**src/rtl/dual_blink_pkg.sv**
```systemverilog
package dual_blink_pkg;

    localparam int PSC_W  = 8;
    localparam int DUTY_W = 8;
    localparam int NCHAN  = 2;
    localparam int MODE_W = 2;

    typedef enum logic [MODE_W-1:0] {
        PIN_RELEASE = 2'b00,
        PIN_LOW     = 2'b01,
        PIN_CHAN0   = 2'b10,
        PIN_CHAN1   = 2'b11
    } pin_mode_e;

    typedef struct packed {
        logic [PSC_W-1:0]  psc;
        logic [DUTY_W-1:0] duty;
        logic              restart;
    } chan_cfg_t;

    function automatic logic pin_drive(pin_mode_e mode, logic [NCHAN-1:0] active);
        case (mode)
            PIN_RELEASE: return 1'b0;
            PIN_LOW:     return 1'b1;
            PIN_CHAN0:   return active[0];
            default:     return active[1];
        endcase
    endfunction

endpackage

```
**src/rtl/blink_chan.sv**
```systemverilog
module blink_chan
    import dual_blink_pkg::*;
(
    input  logic              clk,
    input  logic              rst,
    input  logic              tick,
    input  chan_cfg_t         cfg,
    output logic              active,
    output logic [DUTY_W-1:0] duty_cnt
);
    logic [PSC_W-1:0]  pre_q;
    logic [PSC_W-1:0]  psc_act_q;
    logic [DUTY_W-1:0] duty_q;
    logic              step;
    logic              wrap;

    assign step = tick && (pre_q == psc_act_q);
    assign wrap = step && (duty_q == {DUTY_W{1'b1}});

    always_ff @(posedge clk) begin
        if (rst) begin
            pre_q     <= '0;
            psc_act_q <= '0;
            duty_q    <= '0;
        end else if (cfg.restart) begin
            pre_q     <= '0;
            duty_q    <= '0;
            psc_act_q <= cfg.psc;
        end else if (tick) begin
            if (step) begin
                pre_q  <= '0;
                duty_q <= duty_q + 1'b1;
                if (wrap) psc_act_q <= cfg.psc;
            end else begin
                pre_q <= pre_q + 1'b1;
            end
        end
    end

    assign active   = (duty_q < cfg.duty);
    assign duty_cnt = duty_q;
endmodule

```
**src/rtl/pin_router.sv**
```systemverilog
module pin_router
    import dual_blink_pkg::*;
#(
    parameter int NPINS = 16,
    localparam int SEL_W = MODE_W * NPINS
) (
    input  logic             clk,
    input  logic             rst,
    input  logic [SEL_W-1:0] sel_bank,
    input  logic [NCHAN-1:0] chan_active,
    output logic [NPINS-1:0] pull_low
);
    logic [NPINS-1:0] drive_nxt;

    for (genvar i = 0; i < NPINS; i++) begin : g_pin
        assign drive_nxt[i] = pin_drive(pin_mode_e'(sel_bank[MODE_W*i +: MODE_W]), chan_active);
    end

    always_ff @(posedge clk) begin
        if (rst) pull_low <= '0;
        else     pull_low <= drive_nxt;
    end
endmodule

```
**src/rtl/dual_blink_led.sv**
```systemverilog
module dual_blink_led
    import dual_blink_pkg::*;
#(
    parameter int NPINS = 16,
    localparam int SEL_W = MODE_W * NPINS
) (
    input  logic              clk,
    input  logic              rst,
    input  logic              tick,
    input  logic [PSC_W-1:0]  psc0,
    input  logic [DUTY_W-1:0] pwm0,
    input  logic              pwm0_wr,
    input  logic [PSC_W-1:0]  psc1,
    input  logic [DUTY_W-1:0] pwm1,
    input  logic              pwm1_wr,
    input  logic [SEL_W-1:0]  sel_bank,
    output logic [NPINS-1:0]  pull_low
);
    chan_cfg_t         cfg_v  [NCHAN];
    logic [NCHAN-1:0]  chan_on;
    logic [DUTY_W-1:0] duty_v [NCHAN];
    logic [NCHAN-1:0]  restart_v;

    assign cfg_v[0]  = '{psc: psc0, duty: pwm0, restart: pwm0_wr};
    assign cfg_v[1]  = '{psc: psc1, duty: pwm1, restart: pwm1_wr};
    assign restart_v = {pwm1_wr, pwm0_wr};

    for (genvar c = 0; c < NCHAN; c++) begin : g_chan
        blink_chan u_chan (
            .clk      (clk),
            .rst      (rst),
            .tick     (tick),
            .cfg      (cfg_v[c]),
            .active   (chan_on[c]),
            .duty_cnt (duty_v[c])
        );
    end

    pin_router #(.NPINS(NPINS)) u_route (
        .clk         (clk),
        .rst         (rst),
        .sel_bank    (sel_bank),
        .chan_active (chan_on),
        .pull_low    (pull_low)
    );
endmodule

```
**config.mk**
```make
export PLATFORM = sky130hd
export DESIGN_NAME = dual_blink_led
export DESIGN_NICKNAME = d
export VERILOG_FILES = /design/src/rtl/dual_blink_pkg.sv /design/src/rtl/blink_chan.sv /design/src/rtl/pin_router.sv /design/src/rtl/dual_blink_led.sv
export SDC_FILE = /design/constraint.sdc
export NUM_CORES = 1
export LEC_CHECK = 0
export BUFFER_PORTS_ARGS = -buffer_cell sky130_fd_sc_hd__buf_2
export CAP_MARGIN = 20
export CELL_PAD_IN_SITES_DETAIL_PLACEMENT = 1
export CELL_PAD_IN_SITES_GLOBAL_PLACEMENT = 1
export CORE_MARGIN = 5
export CORE_UTILIZATION = 41
export CTS_BUF_LIST = sky130_fd_sc_hd__clkbuf_8
export DETAILED_ROUTE_END_ITERATION = 10
export PLACE_DENSITY = 0.88
export SLEW_MARGIN = 20
export SYNTH_ARGS = -nofsm -noshare
export SYNTH_HDL_FRONTEND = slang
export SYNTH_SLANG_ARGS = --single-unit
```
**constraint.sdc**
```tcl
create_clock -name clk -period 2.2 [get_ports clk]
set_clock_uncertainty 0.05 [all_clocks]
set_input_delay 0.11 -clock clk [delete_from_list [all_inputs] [get_ports clk]]
set_output_delay 0.11 -clock clk [all_outputs]
set_load 0.01 [all_outputs]
```
==> metrics.md, run 1 <==
| Metric | Value |
|---|---|
| I/O Pins | `85` |
| Number of synthesized register bits | `64` |
| Routed via count | `3,344` |
| Yosys top cell area share | `0.369` |
| Max_cap viols | `0` |
| CTS sink count | `64` |
| Layout cells sized above 1 | `0.235` |
| Gr ovfl total | `0` |
| Final number of hold-violating endpoints | `0` |
| Adder-Cell Fraction of Synth Area | `0.0649` |
| Clock power frac | `0.392` |
| Final Core Density | `0.547` |
| Cell taking the most area after synthesis | `dfxtp_1` |
| Largest net degree at the start of global routing | `35` |
| Post-synthesis sequential area ratio | `0.369` |
| Worst slew pin tran | `0.650 ns` |
| Max Freq | `0.488 GHz` |
| Synth top area cells | `dfxtp_1 37%, ha_1 6.5%, mux2i_1 5.2%` |
| Gr usage total | `0.208` |
| Min setup slack post-route | `0.152 ns` |
| Normalized max-slew margin | `0.567` |
| Num CTS Buffers | `9` |
| CP max stage cell | `or4_4` |
| Leakage power | `1.95 nW` |
| Crit-path max cell delay | `0.61 ns` |
| Mux contribution to synthesized area | `0.0519` |
| Overall Power | `0.00269 W` |
| Simple-gate portion of the synthesized area | `0.229` |
| # diodes | `0` |
| IR drop worst, VDD | `0.398 mV` |
| CTS clk-pin slew, worst paths | `0.07 ns` |
| CTS tree | `done` |
| Syn_area_per_cell | `8.44 um2` |
| Compound-gate portion of the synthesized area | `0.143` |
| Cell area after layout | `0.00450 mm2` |
| Setup TNS | `0 ns` |
| Mapped Area | `0.00347 mm2` |
| Gate Count Post-Synth | `411` |
| First-pass GRT wire length | `17,200 um` |
| CP Class | `reg -> reg` |
| P_int | `0.00201 W` |
| Initial Util | `0.422` |
| Vias per cell | `5.32` |
| Final period utilization | `0.931` |
| Unique masters post-synth | `41` |
| Final min period | `2.05 ns` |
| CTS root buffer | `clkbuf_8` |
| Worst endpoint required time | `2.41 ns` |
| CORE AREA | `0.00822 mm2` |
| Final Setup Violations | `0` |
| I/O Buffers | `84` |
| Power Dens Cells | `598 mW/mm2` |
| Post-synthesis xor/xnor area fraction | `0.0807` |
| Critical-path cell list | `xnor2_1 -> nand4_1 -> or4_4 -> or3_1 -> a21oi_1` |
| Worst min-delay path class | `in -> reg` |
| Reg power frac | `0.460` |
| DP Wirelength | `7250 um` |
| Core Rows | `33` |
| Area post-placement | `0.00401 mm2` |
| Combinational Power Share | `0.148` |
| Die Ht | `102 um` |
| CP Data Arrival Time | `2.25 ns` |
| Drt wl/cell | `16.4 um` |
| Initial drt markers | `106` |
| Unrepaired setup endpoints after global routing | `no` |
| Critical path launch point type | `flop` |
| Post-synth ARST share | `0` |
| Final slew viol count | `0` |
| Crit path buffers/inverters | `0` |
| Sw frac | `0.253` |
| Largest family of logic cells by synthesized area | `simple AND/OR/NAND/NOR gates` |
| First drt pass iteration count | `4` |
| Antenna violations before repair | `0` |
| H-tree depth | `3` |
| Routability cong. | `0.786` |
| Final WL | `10,300 um` |
| Clock Path Buffers | `2` |
| Critical path capture point type | `flop` |
| CP max FO | `6` |
| Post-Place Setup Slack | `0.0518 ns` |
| Final nets | `607` |
| Mapped Nets | `498` |
| Layout overhead on the synthesized area | `29.5%` |
| Vias in the first global route | `3,674` |
| Die W | `102 um` |
| Ys flop type | `dfxtp_1` |
| Outcome | `completed` |
| Sw power | `0.000679 W` |
| Die area | `0.0104 mm2` |
| Syn. warnings | `0` |
| # DRC | `0` |
| DRT antenna net count | `0` |
| Post-synth EDFFs | `0` |
| Worst skew pair latency | `0.33 ns` |
| CP delay by family, top | `simple AND/OR/NAND/NOR gates` |
[layer usage]
metal,global-route usage,part of all wire,vias to the layer above
li1,-,-,1657
met3,0.0369,0.050,14
met4,0.0767,0.016,0
met5,0,0,-
met2,0.386,0.53,81
met1,0.237,0.41,1592
[layout by cell type, fill, tap and decap left out, drive strengths merged, types with 5 or more instances in the layout]
| cell | Yosys | layout |
|---|---|---|
| xnor2 | 19 | 19 |
| inv | 38 | 38 |
| nand2b | 6 | 6 |
| o311ai | 17 | 17 |
| o31ai | 5 | 5 |
| buf | 1 | 94 |
| nand2 | 46 | 46 |
| nand3 | 24 | 24 |
| o211ai | 16 | 16 |
| xor2 | 13 | 13 |
| clkbuf | 18 | 12 |
| ha | 18 | 18 |
| nor3b | 16 | 16 |
| mux2i | 18 | 18 |
| o21ai | 7 | 7 |
| or4 | 6 | 6 |
| dfxtp | 64 | 64 |
| nor2 | 26 | 26 |
| nand4 | 7 | 7 |
| dlygate4sd3 | 0 | 23 |
| a21oi | 17 | 17 |
[state kept, by name (all words and copies together), names as in the netlist]
signal,cells
g_chan.u_chan.psc_act_q,16
g_chan.u_chan.duty_cnt,16
u_route.pull_low,16
g_chan.u_chan.pre_q,16
[stage by stage]
step                hold slack, ns  cells
global placement             0.306    588
detailed placement           0.312    588
global route               0.00677    629
finish                      0.0128    629
floorplan                    0.199    411
CTS                        0.00297    626
[worst paths after layout]
kind	startpoint	end	slack, ns	depth (start not counted)
setup / recovery	g_chan[1].u_chan.pre_q[0]	g_chan[1].u_chan.duty_cnt[5]	0.15	5
hold / removal	sel_bank[26]	u_route.pull_low[13]	0.01	3
setup reg to reg	g_chan[1].u_chan.pre_q[0]	g_chan[1].u_chan.duty_cnt[5]	0.15	5
hold reg to reg	g_chan[1].u_chan.psc_act_q[4]	g_chan[1].u_chan.psc_act_q[4]	0.43	2
[area by class of cell]
| class | count | area (um2) |
|---|---|---|
| clock buffer | 12 | 165 |
| sequential | 64 | 1280 |
| fill | 994 | 3720 |
| tap | 105 | 131 |
| timing repair buffer | 117 | 726 |
| inverter | 38 | 143 |
| multi-input combinational | 290 | 2010 |
| clock inverter | 3 | 40.0 |
[power by group through the flow]
stage	Sequential, W	Combinational, W	Clock (W)
2_1_floorplan	0.00127	0.000185	0
3_3_place_gp	0.00126	0.000333	0
3_5_place_dp	0.00126	0.000350	0
4_1_cts	0.00124	0.000386	0.00108
5_1_grt	0.00124	0.000444	0.00114
6_report	0.00123	0.000399	0.00105
[tightest hold or removal path, stage by stage]
cell and delay [ns]:
buf_2 0.10, nand3_1 0.07, o311ai_0 0.08
[cells by family after synthesis]
kind of cell | after synthesis
XOR/XNOR | 32
AO/OA/AOI/OAI | 69
buffers and inverters | 57
flip-flops | 64
AND/OR/NAND/NOR | 153
multiplexers | 18
adder cells (fa/ha/maj) | 18
[repair_timing]
item                                    4_1_cts  5_1_grt
resized for setup                             0        3
setup buffers                                 0        3
endpoints found under the hold margin        23        0
endpoints found under the setup margin        0       27
hold buffers                                 23        0
[synthesized netlist by cell type, types with 2 or more instances]
library cell,count
nor4_1,2
dfxtp_1,64
and3_1,4
nand2b_1,6
nor2_1,26
xor2_1,13
a21oi_1,16
a21o_1,3
o311ai_0,16
mux2i_1,18
inv_1,38
nand3_1,24
nor3b_1,16
xnor2_1,19
or3_1,3
nand2_1,46
nor2b_1,2
o21ai_1,2
nand4_1,7
or2_2,4
clkbuf_1,18
ha_1,18
or4_1,5
o211ai_1,16
o31ai_1,5
o21ai_0,5
No activity file was read; power rests on OpenSTA's default activity.
==> inputs of run 2 (changes only) <==
--- a/config.mk
+++ b/config.mk
@@ -10,10 +10,11 @@
 export CELL_PAD_IN_SITES_DETAIL_PLACEMENT = 1
 export CELL_PAD_IN_SITES_GLOBAL_PLACEMENT = 1
 export CORE_MARGIN = 5
-export CORE_UTILIZATION = 41
+export CORE_UTILIZATION = 44
 export CTS_BUF_LIST = sky130_fd_sc_hd__clkbuf_8
 export DETAILED_ROUTE_END_ITERATION = 10
-export PLACE_DENSITY = 0.88
+export PLACE_DENSITY = 0.93
+export REMOVE_ABC_BUFFERS = 1
 export SLEW_MARGIN = 20
 export SYNTH_ARGS = -nofsm -noshare
 export SYNTH_HDL_FRONTEND = slang
==> constraint.sdc (replaced) <==
create_clock -name clk -period 2.55 [get_ports clk]
set_clock_uncertainty 0.05 [all_clocks]
set_input_delay 0.1275 -clock clk [delete_from_list [all_inputs] [get_ports clk]]
set_output_delay 0.1275 -clock clk [all_outputs]
set_load 0.01 [all_outputs]
==> run 2 against run 1 <==
Net effect:
- sequential power is 13% lower
- setup slack better by 0.029 ns
- hold slack got worse by 0.0011 ns
- highest routed layer unchanged
- critical path depth stayed put
- register-to-register slack gained 0.03 ns
- wire length increased by 6.9%
- maximum frequency decreased by 14%
- flip-flop and latch count unchanged
- sequential share of layout area up 0.91 points
- design area down 3.1%
==> metrics.md, run 2 (synthesis results as in run 1) <==
| Metric | Value |
|---|---|
| Leakage power | `1.89 nW (-3.0%)` |
| Worst skew pair latency | `0.34 ns (about the same)` |
| CTS root buffer | `clkbuf_8` |
| Worst endpoint required time | `2.75 ns (+0.34 ns)` |
| Beginning of the critical path | `g_chan[0].u_chan.pre_q[1]` |
| Initial Util | `0.451 (+0.0291)` |
| Reg2reg setup slack | `0.18 ns (+0.03 ns)` |
| Drt wl/cell | `17.9 um (+9.2%)` |
| Fillers | `934 (-6.0%)` |
| Worst min-delay path class | `in -> reg` |
| CTS tree | `done` |
| DP Wirelength | `7300 um (+0.73%)` |
| H-tree depth | `3 (unchanged)` |
| Critical path capture point type | `flop` |
| CP Data Arrival Time | `2.57 ns (+0.32 ns)` |
| CTS clk-pin slew, worst paths | `0.07 ns (about the same)` |
| Power Dens Cells | `525 mW/mm2 (-12%)` |
| Initial drt markers | `117 (+10%)` |
| CORE AREA | `0.00769 mm2 (-6.4%)` |
| First drt pass iteration count | `4 (unchanged)` |
| Clock Path Buffers | `2 (unchanged)` |
| IR drop worst, VDD | `0.351 mV (-12%)` |
| Reg2reg start | `g_chan[0].u_chan.pre_q[1]` |
| Commonest non-fill, non-tap cells in the layout | `84 x buf_2, 64 x dfxtp_1, 46 x nand2_1` |
| Area post-placement | `0.00398 mm2 (-0.66%)` |
| Vias per cell | `5.52 (+3.9%)` |
| Antenna violations before repair | `0 (unchanged)` |
| Setup TNS | `0 ns (unchanged)` |
| Setup bufs post-CTS | `0 (unchanged)` |
| Final Setup Violations | `0 (unchanged)` |
| CTS sink count | `64 (unchanged)` |
| Die W | `98.8 um (-3.1%)` |
| # DRC | `0 (unchanged)` |
| Layout overhead on the synthesized area | `25.5%` |
| Normalized max-slew margin | `0.527 (-0.0395)` |
| Routability cong. | `0.851 (+8.3%)` |
| Core Rows | `32 (-3.0%)` |
| # resized after CTS | `0 (unchanged)` |
| Vias in the first global route | `3,826 (+4.1%)` |
| Num CTS Buffers | `9 (unchanged)` |
| Largest net degree at the start of global routing | `33 (-5.7%)` |
| Max_cap viols | `0 (unchanged)` |
| Final WL | `11,000 um (+6.9%)` |
| Hold_buf cts | `17 (-26%)` |
| Gr usage total | `0.230 (+0.0221)` |
| Max Freq | `0.422 GHz (-14%)` |
| CP max FO | `14 (+8)` |
| Critical path launch point type | `flop` |
| DRT antenna net count | `0 (unchanged)` |
| Crit path to | `g_chan[0].u_chan.duty_cnt[7]` |
| Cell area after layout | `0.00436 mm2 (-3.1%)` |
| Outcome | `completed` |
| Final min period | `2.37 ns (+0.321 ns)` |
| Final period utilization | `0.929 (-0.00204)` |
| CP Class | `reg -> reg` |
| Die area | `0.00976 mm2 (-6.2%)` |
| Final nets | `596 (-1.8%)` |
| # diodes | `0 (unchanged)` |
| I/O Buffers | `84 (unchanged)` |
| Die Ht | `98.8 um (-3.1%)` |
| Unrepaired setup endpoints after global routing | `no` |
| I/O Pins | `85 (unchanged)` |
| Area of the multi-input gates | `0.00198 mm2 (-1.6%)` |
| Gr ovfl total | `0 (unchanged)` |
| Final slew viol count | `0 (unchanged)` |
| Reg2reg end | `g_chan[0].u_chan.duty_cnt[7]` |
| Most common cell after layout, fill and taps aside | `buf_2` |
| First-pass GRT wire length | `18,300 um (+6.9%)` |
| Register area | `0.00128 mm2 (unchanged)` |
| Reg2Reg Depth | `5 (unchanged)` |
| Worst slew pin tran | `0.709 ns (+0.0593 ns)` |
| Routed via count | `3,401 (+1.7%)` |
| Final number of hold-violating endpoints | `0 (unchanged)` |
| Layout cells sized above 1 | `0.224 (-0.0110)` |
| WHS Path Cells | `3 (unchanged)` |
-- run 2: area by class of cell --
type / count / share of cell area
well taps: 102 / 0.0293
clock inverters: 5 / 0.0109
multi-input cells: 290 / 0.454
flip-flops and latches: 64 / 0.294
repair buffers: 106 / 0.144
inverters: 38 / 0.0327
clock buffers: 11 / 0.0348
-- run 2: where the power goes --
group          leakage, nW  internal (W)  switching, W
registers            0.525       0.00104     0.0000249
logic                 1.25      0.000150      0.000174
clock network        0.112      0.000495      0.000399
total                 1.89       0.00169      0.000598
-- run 2: per-stage QoR --
stage | hold slack [ns] | cells | total power, W | setup WS, ns | util
global route | 0.0230 | 616 | 0.00238 | 0.00948 | 0.567
global placement | 0.323 | 583 | 0.00137 | 0.454 | 0.518
floorplan | 0.216 | 392 | 0.00124 | 0.641 | -
detailed placement | 0.329 | 583 | 0.00138 | 0.231 | 0.518
finish | 0.0117 | 616 | 0.00229 | 0.182 | 0.567
CTS | 0.00187 | 616 | 0.00228 | 0.218 | 0.566
-- run 2: worst min-delay path by stage --
| stage | from | to | slack (ns) |
|---|---|---|---|
| CTS | sel_bank[8] | u_route.pull_low[4] | 0.002 |
| global placement | psc1[4] | g_chan[1].u_chan.psc_act_q[4] | 0.32 |
| detailed placement | psc1[4] | g_chan[1].u_chan.psc_act_q[4] | 0.33 |
| finish | sel_bank[8] | u_route.pull_low[4] | 0.01 |
| floorplan | psc0[0] | g_chan[0].u_chan.psc_act_q[0] | 0.22 |
| global route | sel_bank[28] | u_route.pull_low[14] | 0.02 |
-- run 2: metal layers --
metal  vias up  share of wire  track usage
met3        26          0.047       0.0410
met1      1643           0.39        0.251
met2        97           0.54        0.432
met4         0          0.024       0.0956
met5         -              0            0
li1       1635              -            -
-- run 2: critical path, stage by stage, from the launching register on --
cell     delay, ns
dfxtp_1       0.35
xor2_1        0.19
nor4_2        0.38
nand3_1       0.47
or4_1         0.63
a21oi_1       0.21
==> inputs of run 3 (changes only) <==
--- a/config.mk
+++ b/config.mk
@@ -14,6 +14,7 @@
 export CTS_BUF_LIST = sky130_fd_sc_hd__clkbuf_8
 export DETAILED_ROUTE_END_ITERATION = 10
 export PLACE_DENSITY = 0.93
+export RECOVER_POWER = 100
 export REMOVE_ABC_BUFFERS = 1
 export SLEW_MARGIN = 20
 export SYNTH_ARGS = -nofsm -noshare
==> run 3 against run 2 <==
Net effect:
- combinational power down 2%
- critical path depth unchanged
- die area unchanged
- via count up 0.15%
- total power down 0.42%
- maximum frequency about the same
- critical path type unchanged
- design area down 0.80%
==> metrics.md, run 3 (synthesis results as in run 1) <==
| Metric | Value |
|---|---|
| Outcome | `completed` |
| I/O Pins | `85 (unchanged)` |
| IR drop worst, VDD | `0.350 mV (about the same)` |
| P_int | `0.00168 W (-0.47%)` |
| Critical path capture point type | `flop` |
| CP max FO | `14 (unchanged)` |
| Sw frac | `0.262 (+0.000334)` |
| Sw power | `0.000597 W (-0.29%)` |
| Final slew viol count | `0 (unchanged)` |
| CP Class | `reg -> reg` |
| I/O Buffers | `84 (unchanged)` |
| # DRC | `0 (unchanged)` |
| CORE AREA | `0.00769 mm2 (unchanged)` |
| Final period utilization | `0.929 (about the same)` |
| Die W | `98.8 um (unchanged)` |
| First drt pass iteration count | `4 (unchanged)` |
| Gr usage total | `0.230 (unchanged)` |
| Vias per cell | `5.53 (+0.15%)` |
| Clock power frac | `0.392 (about the same)` |
| Initial drt markers | `104 (-11%)` |
| Commonest non-fill, non-tap cells in the layout | `68 x buf_2, 64 x dfxtp_1, 46 x nand2_1` |
| Post-Place Setup Slack | `0.231 ns (unchanged)` |
| CP Data Arrival Time | `2.57 ns (about the same)` |
| Initial Util | `0.451 (unchanged)` |
| Final Setup Violations | `0 (unchanged)` |
| CTS sink count | `64 (unchanged)` |
| Leakage power | `1.83 nW (-3.1%)` |
| Routability cong. | `0.851 (unchanged)` |
| DP Wirelength | `7300 um (unchanged)` |
| Final WL | `11,000 um (about the same)` |
| Unrepaired setup endpoints after global routing | `no` |
| Hold_buf cts | `17 (unchanged)` |
| Reg power frac | `0.469 (+0.002)` |
| Vias in the first global route | `3,826 (unchanged)` |
| Drt wl/cell | `17.9 um (about the same)` |
| Setup TNS | `0 ns (unchanged)` |
| Final min period | `2.37 ns (+0.000392 ns)` |
| Most common cell after layout, fill and taps aside | `buf_2` |
| CTS tree | `done` |
| Worst endpoint required time | `2.75 ns (about the same)` |
| # diodes | `0 (unchanged)` |
| Clock Path Buffers | `2 (unchanged)` |
| Fillers | `939 (+0.54%)` |
| Combinational Power Share | `0.139 (-0.003)` |
| Min setup slack post-route | `0.181 ns (-0.000392 ns)` |
| H-tree depth | `3 (unchanged)` |
| Num CTS Buffers | `9 (unchanged)` |
| Final nets | `596 (unchanged)` |
| Core Rows | `32 (unchanged)` |
| Max Freq | `0.422 GHz (about the same)` |
| Gr ovfl total | `0 (unchanged)` |
| Register area | `0.00128 mm2 (unchanged)` |
| Largest net degree at the start of global routing | `33 (unchanged)` |
| Die area | `0.00976 mm2 (unchanged)` |
| Worst min-delay path class | `in -> reg` |
| Worst slew pin tran | `0.678 ns (-0.0316 ns)` |
| DRT antenna net count | `0 (unchanged)` |
| Layout cells sized above 1 | `0.185 (-0.0389)` |
| Setup bufs post-CTS | `0 (unchanged)` |
| # resized after CTS | `0 (unchanged)` |
| First-pass GRT wire length | `18,300 um (unchanged)` |
| Worst skew pair latency | `0.33 ns (about the same)` |
| Die Ht | `98.8 um (unchanged)` |
| Power Dens Cells | `527 mW/mm2 (+0.39%)` |
| Critical path launch point type | `flop` |
| Normalized max-slew margin | `0.544 (+0.0169)` |
| Final number of hold-violating endpoints | `0 (unchanged)` |
| Routed via count | `3,406 (+0.15%)` |
| Max_cap viols | `0 (unchanged)` |
| CTS clk-pin slew, worst paths | `0.07 ns (about the same)` |
| Area of the multi-input gates | `0.00197 mm2 (-0.38%)` |
| Antenna violations before repair | `0 (unchanged)` |
| Layout overhead on the synthesized area | `24.5%` |
| CTS root buffer | `clkbuf_8` |
[run 3: cell types whose count changed in the layout (fill, tap and decap cells not counted), sizes merged]
cell	change
clkbuf	+18
buf	-18
[run 3: worst paths after layout]
path / startpoint / to / slack [ns] / cells after the start
max reg2reg: g_chan[0].u_chan.pre_q[1] / g_chan[0].u_chan.duty_cnt[7] / 0.18 / 5
min reg2reg: g_chan[1].u_chan.psc_act_q[0] / g_chan[1].u_chan.psc_act_q[0] / 0.43 / 2
min: sel_bank[8] / u_route.pull_low[4] / 0.01 / 3
max: g_chan[0].u_chan.pre_q[1] / g_chan[0].u_chan.duty_cnt[7] / 0.18 / 5
[run 3: power groups by stage]
stage,Sequential [W],Combinational (W),Clock (W)
final,0.00107,0.000316,0.000893
after global routing,0.00107,0.000352,0.000946
after CTS,0.00107,0.000320,0.000898
after detailed placement,0.00109,0.000295,0
after global placement,0.00109,0.000280,0
after floorplan,0.00110,0.000148,0
[run 3: cell type report]
cell class,instances,share of cell area
Multi-Input combinational cell,290,0.456
Tap cell,102,0.0295
Timing Repair Buffer,106,0.139
Sequential cell,64,0.296
Clock buffer,11,0.0350
Clock inverter,5,0.0110
Inverter,38,0.0330
[run 3: critical path: stages (launching register included)]
cell and delay [ns]:
dfxtp_1 0.35, xor2_1 0.19, nor4_2 0.38, nand3_1 0.47
or4_1 0.63, a21oi_1 0.21
[run 3: per-stage QoR]
stage                     power (W)  hold WS, ns  instances   util  area [um2]
after floorplan             0.00124        0.216        392      -        3400
after global placement      0.00137        0.323        583  0.518        3980
after detailed placement    0.00138        0.329        583  0.518        3980
after CTS                   0.00228      0.00187        616  0.566        4350
after global routing        0.00237       0.0230        616  0.562        4320
final                       0.00228       0.0128        616  0.562        4320
[run 3: layer usage]
layer | vias to the layer above | global-route usage | wire, um
met5 | - | 0 | 0
met4 | 0 | 0.0956 | 246
met3 | 23 | 0.0410 | 452
met2 | 75 | 0.432 | 6030
met1 | 1672 | 0.251 | 4270
li1 | 1636 | - | -
